File: src/rtl/bsl_pkg.sv
package bsl_pkg;
  typedef struct packed {
    logic newWindow;   // window boundary or speed-change restart this edge
    logic meter;       // current frame is a metered broadcast frame
  } bslStrobe_t;
endpackage

File: src/rtl/bsl_ctrl.sv
module bsl_ctrl
  import bsl_pkg::*;
#(
  parameter int unsigned WIN_FAST_CYCLES = 8375000,
  parameter int unsigned WIN_SLOW_CYCLES = 62500000
) (
  input  logic       clk,
  input  logic       rstN,
  input  logic       frameStart,
  input  logic       frameIsBcast,
  input  logic       linkFast,
  input  logic       globalEn,
  input  logic       portEn,
  output bslStrobe_t strobe
);
  localparam int unsigned WIN_MAX = (WIN_SLOW_CYCLES > WIN_FAST_CYCLES) ? WIN_SLOW_CYCLES : WIN_FAST_CYCLES;
  localparam int unsigned TMR_W   = $clog2(WIN_MAX + 1);
  localparam logic [TMR_W-1:0] LAST_FAST = TMR_W'(WIN_FAST_CYCLES - 1);
  localparam logic [TMR_W-1:0] LAST_SLOW = TMR_W'(WIN_SLOW_CYCLES - 1);

  logic [TMR_W-1:0] winTimer;
  logic [TMR_W-1:0] winLast;
  logic             prevFast;
  logic             speedChange;
  logic             windowEnd;

  always_comb begin
    winLast          = linkFast ? LAST_FAST : LAST_SLOW;
    speedChange      = linkFast != prevFast;
    windowEnd        = winTimer >= winLast;
    strobe.newWindow = windowEnd | speedChange;
    strobe.meter     = frameStart & frameIsBcast & globalEn & portEn;
  end

  always_ff @(posedge clk) begin
    if (!rstN) begin
      winTimer <= '0;
      prevFast <= linkFast;
    end else begin
      prevFast <= linkFast;
      winTimer <= strobe.newWindow ? '0 : winTimer + 1'b1;
    end
  end
endmodule

File: src/rtl/bsl_datapath.sv
module bsl_datapath
  import bsl_pkg::*;
#(
  parameter int unsigned LEN_W    = 11,
  parameter int unsigned BUDGET_W = 11,
  localparam int unsigned BLK_W   = LEN_W - 5,
  localparam int unsigned CNT_W   = ((BUDGET_W > BLK_W) ? BUDGET_W : BLK_W) + 1
) (
  input  logic                clk,
  input  logic                rstN,
  input  bslStrobe_t          strobe,
  input  logic                frameStart,
  input  logic [LEN_W-1:0]    frameLen,
  input  logic [BUDGET_W-1:0] budget,
  output logic                decisionValid,
  output logic                dropFrame,
  output logic [CNT_W-1:0]    usedBlocks
);
  logic [LEN_W:0]   lenRound;
  logic [BLK_W-1:0] frameBlocks;
  logic [CNT_W-1:0] baseCount;
  logic [CNT_W-1:0] sumCount;
  logic             overBudget;

  always_comb begin
    lenRound    = {1'b0, frameLen} + (LEN_W+1)'(63);
    frameBlocks = lenRound[LEN_W:6];
    baseCount   = strobe.newWindow ? '0 : usedBlocks;
    sumCount    = baseCount + CNT_W'(frameBlocks);
    overBudget  = sumCount > CNT_W'(budget);
  end

  always_ff @(posedge clk) begin
    if (!rstN) begin
      usedBlocks    <= '0;
      decisionValid <= 1'b0;
      dropFrame     <= 1'b0;
    end else begin
      decisionValid <= frameStart;
      dropFrame     <= strobe.meter & overBudget;
      usedBlocks    <= (strobe.meter && !overBudget) ? sumCount : baseCount;
    end
  end
endmodule

File: src/rtl/bcast_storm_limiter.sv
module bcast_storm_limiter
  import bsl_pkg::*;
#(
  parameter int unsigned LEN_W           = 11,
  parameter int unsigned BUDGET_W        = 11,
  parameter int unsigned WIN_FAST_CYCLES = 8375000,
  parameter int unsigned WIN_SLOW_CYCLES = 62500000
) (
  input  logic                clk,
  input  logic                rstN,
  input  logic                frameStart,
  input  logic                frameIsBcast,
  input  logic [LEN_W-1:0]    frameLen,
  input  logic                linkFast,
  input  logic                globalEn,
  input  logic                portEn,
  input  logic [7:0]          budgetLo,
  input  logic [BUDGET_W-9:0] budgetHi,
  output logic                decisionValid,
  output logic                dropFrame
);
  localparam int unsigned BLK_W = LEN_W - 5;
  localparam int unsigned CNT_W = ((BUDGET_W > BLK_W) ? BUDGET_W : BLK_W) + 1;

  bslStrobe_t          strobe;
  logic [BUDGET_W-1:0] budget;
  logic [CNT_W-1:0]    usedBlocks;

  assign budget = {budgetHi, budgetLo};

  bsl_ctrl #(
    .WIN_FAST_CYCLES(WIN_FAST_CYCLES),
    .WIN_SLOW_CYCLES(WIN_SLOW_CYCLES)
  ) u_ctrl (
    .clk(clk), .rstN(rstN), .frameStart(frameStart), .frameIsBcast(frameIsBcast),
    .linkFast(linkFast), .globalEn(globalEn), .portEn(portEn), .strobe(strobe)
  );

  bsl_datapath #(
    .LEN_W(LEN_W),
    .BUDGET_W(BUDGET_W)
  ) u_dp (
    .clk(clk), .rstN(rstN), .strobe(strobe), .frameStart(frameStart),
    .frameLen(frameLen), .budget(budget), .decisionValid(decisionValid),
    .dropFrame(dropFrame), .usedBlocks(usedBlocks)
  );
endmodule

File: config.mk
export PLATFORM = sky130hd
export DESIGN_NAME = bcast_storm_limiter
export DESIGN_NICKNAME = d
export VERILOG_FILES = /design/src/rtl/bsl_pkg.sv /design/src/rtl/bsl_ctrl.sv /design/src/rtl/bsl_datapath.sv /design/src/rtl/bcast_storm_limiter.sv
export SDC_FILE = /design/constraint.sdc
export NUM_CORES = 1
export LEC_CHECK = 0
export BUFFER_PORTS_ARGS = -buffer_cell sky130_fd_sc_hd__buf_2
export CORE_MARGIN = 2
export CORE_UTILIZATION = 60
export DETAILED_ROUTE_END_ITERATION = 8
export GPL_TIMING_DRIVEN = 1
export HOLD_SLACK_MARGIN = 0.06
export PLACE_DENSITY = 0.81
export SETUP_SLACK_MARGIN = 0.1
export SLEW_MARGIN = 20
export SYNTH_ARGS = -nofsm -noshare
export SYNTH_HDL_FRONTEND = slang
export SYNTH_HIERARCHICAL = 1
export SYNTH_SLANG_ARGS = --single-unit
File: constraint.sdc
create_clock -name clk -period 7.04 [get_ports clk]
set_input_delay 0.704 -clock clk [delete_from_list [all_inputs] [get_ports clk]]
set_output_delay 0.704 -clock clk [all_outputs]
set_load 0.05 [all_outputs]
; ---- Yosys cells after proc, flatten, opt, wreduce, memory -nomap -nowiden
; Index checks and enable logic that the tools add are counted.
; W data, S select, Z words.
[totals]
input_bits = 29
word_cells = 23
ff_bits = 41
[classes]
muxes = 3
n_reduce_logical = 3
magnitude_cmp = 2
eq_ne = 1
bitwise = 6
n_addsub = 3
[ops]
columns = cell, count
row1 = $add A26 B1 Y26 const B, 1
row2 = $ge A26 B26 Y1, 1
row3 = $mux W26, 1
row4 = $mux W12, 2
row5 = $add A11 B6 Y12 const B, 1
row6 = $add A12 B6 Y12, 1
row7 = $gt A12 B11 Y1, 1
row8 = $and A1 B1 Y1, 4
row9 = $reduce_or A2 Y1, 1
row10 = $logic_and A1 B1 Y1, 1
row11 = $logic_not A1 Y1, 1
row12 = $ne A1 B1 Y1, 1
row13 = $not A1 Y1, 1
row14 = $or A1 B1 Y1, 1

; ---- Depth between registers and ports, before layout
[depth]
word_depth = 9
depth_mapped = 25

; ---- Cells and area by module
; The synthesis kept the hierarchy.
[by_module_without_submodules]
columns = mod, cells_per_inst, seq_area_each_um2, instances, area_per_inst_um2
row1 = bsl_ctrl, 172, 540.5, 1, 1531.5
row2 = bsl_datapath, 182, 280.3, 1, 1492.7

; ---- Worst setup path before layout
; No wires, ideal clock.
[synth_timing]
path_kind = input -> register
startpoint = input port linkFast
endpoint = register u_dp.usedBlocks[6]
setup_time_ns = 0.072
arrival_ns = 5.187
cell_stages = 25
path_slack_ns = 1.781
required_ns = 6.968
path_cell_list = inv_1 > ha_1 > nand4b_1 > nor4_1 > o22ai_1 > a21o_2 > nand2_1 > clkbuf_1 > nor2b_1 > ha_1 > inv_1 > fa_1 > nor2b_1 > o21ai_1 > a21boi_2 > o21ai_0 > nand2_1 > xnor2_1 > ha_1 > nand4_1 > or3_1 > o221a_2 > buf_4 > a2111oi_4 > mux2i_1
[synth_lines]
columns = element, line
row1 = "start, declared", bcast_storm_limiter.sv:14  ; input logic linkFast,
row2 = "end signal, assigned", bsl_datapath.sv:41  ; usedBlocks <= (strobe.meter && !overBudget) ? sumCount : baseCount;
row3 = "end, declared", bsl_datapath.sv:17  ; output logic [CNT_W-1:0] usedBlocks

==> reports/qor.txt <==
Crit Path Max Fanout - 17
Routed via count - 2,552
# diodes - 0
Synth top area share - 27.1%
RSZ-0062 raised after global routing - no
Die height - 75.0 um
Number of port buffers - 30
Worst-Skew Late Latency - 290 ps
Core box area - 0.00479 mm2
Mapped Area - 0.00302 mm2
Count leader, synth - nor2_1
WS Path Type - input pin to flop
Final nets - 443
Synth top area cells - dfxtp_1 (27%), ha_1 (12%), xor2_1 (6.4%), nor2_1 (5.2%), xnor2_1 (4.6%)
Post-CTS resize count - 0
Global-route usage over all layers - 23.3%
WHS Path Cells - 1
Pin count of the biggest net entering global routing - 26
Crit path DAT - 5990 ps
Clk sinks - 41
Core Rows - 25
Final Hold Fails - 0
HP Class - flop to flop
Post CTS Setup Buffer Count - 0
Wire per inst - 13.4 um
Fin Hold WS - 453 ps
Setup tns final - 0 ps
Die Wd - 75.0 um
Clock root cell - clkbuf_8
Register area share after synthesis - 27.1%
Clock tree buffer depth - 2
Final Critical Period - 5810 ps
Fmax - 172 MHz
GRT overflow - 0
DRT antenna net count - 0
Synthesized area per cell - 8.54 um2
CTS H-tree lvls - 2
Initial Util - 63.2%
Initial antenna violation count - 0
Outcome - finished, final reports clean
Leakage - 1.46 nW
R2R Setup Slk - 1680 ps
Power density cells - 134 mW/mm2
Worst Hold Launch - u_ctrl/winTimer[0]
Worst-path clk slew - 70 ps
Cts hold-fix bufs - 0
CTS tree - yes
Rel. slew slack - 52.5%
Worst r2r src - u_ctrl/winTimer[9]
Ys async rst share - 0%
Path depth of the worst reg2reg path - 21
Syn Inst Count - 354
Crit. End Element - flop
Slew @ Worst Pin - 709 ps
Post-Syn Nets - 414
First-pass GRT wire length - 10,300 um
Dominant cell type by area after synthesis - dfxtp_1
Layout cells sized above 1 - 15.6%
Post-synth EDFFs - 0
Worst vdd ir - 0.000117 V
Final Skew - 5.32 ps
Worst setup path startpoint - linkFast
Period Utilization, post-route - 82.5%
Worst Setup Start Kind - input pin
Final Cell Area - 0.00329 mm2
Synth cell count leaders - nor2_1 (42), dfxtp_1 (41), ha_1 (30), inv_1 (25)
Hold Path Sink - u_ctrl/winTimer[0]
Synth-to-Final Area Change - 8.73%
WP data required - 7220 ps
Routed WL - 6050 um
Placed cell areas - 0.00319 mm2
Main flop type after synthesis - dfxtp_1
Max_cap viols - 0
I/O pins - 31
Number of CTS-inserted buffers - 5
Netlist cell types - 58
Synth warn - 6
DRC violations left - 0
Final slew viol count - 0
Die ar. - 0.00562 mm2
Routability cong. - 0.893
1st-pass router iterations - 4
Final HPWL DP - 4680 um
Initial DRC count - 185
Via density - 5.66
#FFs+latches synth - 41
Worst R2R End - u_dp/usedBlocks[1]
Vias in the first global route - 2,369
Setup violations, final - 0
cell families after synthesis:
logic type | after synthesis | synth area share (%)
AND/OR/NAND/NOR | 146 | 26.2
AO/OA/AOI/OAI | 59 | 15.9
flip-flops | 41 | 27.1
XOR/XNOR | 38 | 11.0
buffers and inverters | 35 | 5.34
adder cells (fa/ha/maj) | 31 | 13.1
multiplexers | 4 | 1.32
placed cells by master (no fill, tap or decap), types with 4 or more instances in the layout:
| master | instances |
|---|---|
| and2_1 | 4 |
| nand4_1 | 10 |
| xnor2_1 | 16 |
| mux2i_1 | 4 |
| nand2_1 | 22 |
| nor3_1 | 6 |
| a21oi_1 | 14 |
| clkbuf_8 | 5 |
| nand2b_1 | 6 |
| o211ai_1 | 6 |
| nor2b_1 | 7 |
| inv_1 | 25 |
| and3_1 | 6 |
| o31ai_1 | 5 |
| nor2_1 | 42 |
| buf_2 | 30 |
| xor2_1 | 22 |
| ha_1 | 30 |
| nand3_1 | 19 |
| dfxtp_1 | 41 |
registers in the layout (all words and copies together), names as in the netlist:
| signal | count |
|---|---|
| u_dp/decisionValid | 1 |
| u_ctrl/winTimer | 26 |
| u_ctrl/prevFast | 1 |
| u_dp/dropFrame | 1 |
| u_dp/usedBlocks | 12 |
metrics by stage:
stage	setup slack, ps	util (%)	power, mW	std cells
after floorplan	1780	-	0.282	354
after detailed placement	708	66.7	0.299	442
after global placement	999	66.7	0.297	442
after CTS	978	68.5	0.445	450
after global routing	802	68.7	0.463	451
final	1230	68.7	0.441	451
where the power goes:
part,internal [mW],switching (mW)
clock network,0.0684,0.0788
logic,0.0247,0.0345
registers,0.234,0.000879
total,0.327,0.114
how the worst max path moves through the flow:
stage | endpoint | slack, ps | cells past startpoint
2_1_floorplan | u_dp/usedBlocks[6] | 1780 | 25
3_3_place_gp | u_dp/usedBlocks[7] | 1000 | 22
3_5_place_dp | u_dp/usedBlocks[7] | 710 | 22
4_1_cts | u_dp/usedBlocks[7] | 980 | 22
5_1_grt | u_dp/usedBlocks[10] | 800 | 23
6_report | u_dp/usedBlocks[1] | 1230 | 23
area by class of cell:
type,instances,area [um2]
fillers,390,1500
repair buffers,31,158
multi-input cells,278,2040
inverters,26,97.6
well taps,67,83.8
clock buffers,5,68.8
flip-flops and latches,41,821
clock inverters,3,17.5
worst max-delay path, stage by stage:
cell and delay, ps:
buf_2 200, inv_1 170, ha_1 340, nand4b_1 120, nor4_1 300, o22ai_1 190, a21o_2 250, nand2_1 360
nand2b_1 280, inv_1 70, ha_1 310, a211oi_2 80, o21ai_2 270, a21oi_2 150, nor3_1 390, xor2_1 250
ha_1 300, a22oi_1 140, o211ai_1 140, o221ai_1 480, buf_4 260, a21oi_2 60, o21a_1 170
metal layers:
| layer | GRT usage [%] | wire, um | vias to the layer above |
|---|---|---|---|
| met3 | 5.22 | 264 | 4 |
| met5 | 0 | 0 | - |
| met4 | 5.56 | 27 | 0 |
| met1 | 31.3 | 2970 | 1191 |
| li1 | - | - | 1307 |
| met2 | 38.2 | 2790 | 50 |
Power figures use the tool's default switching activity.
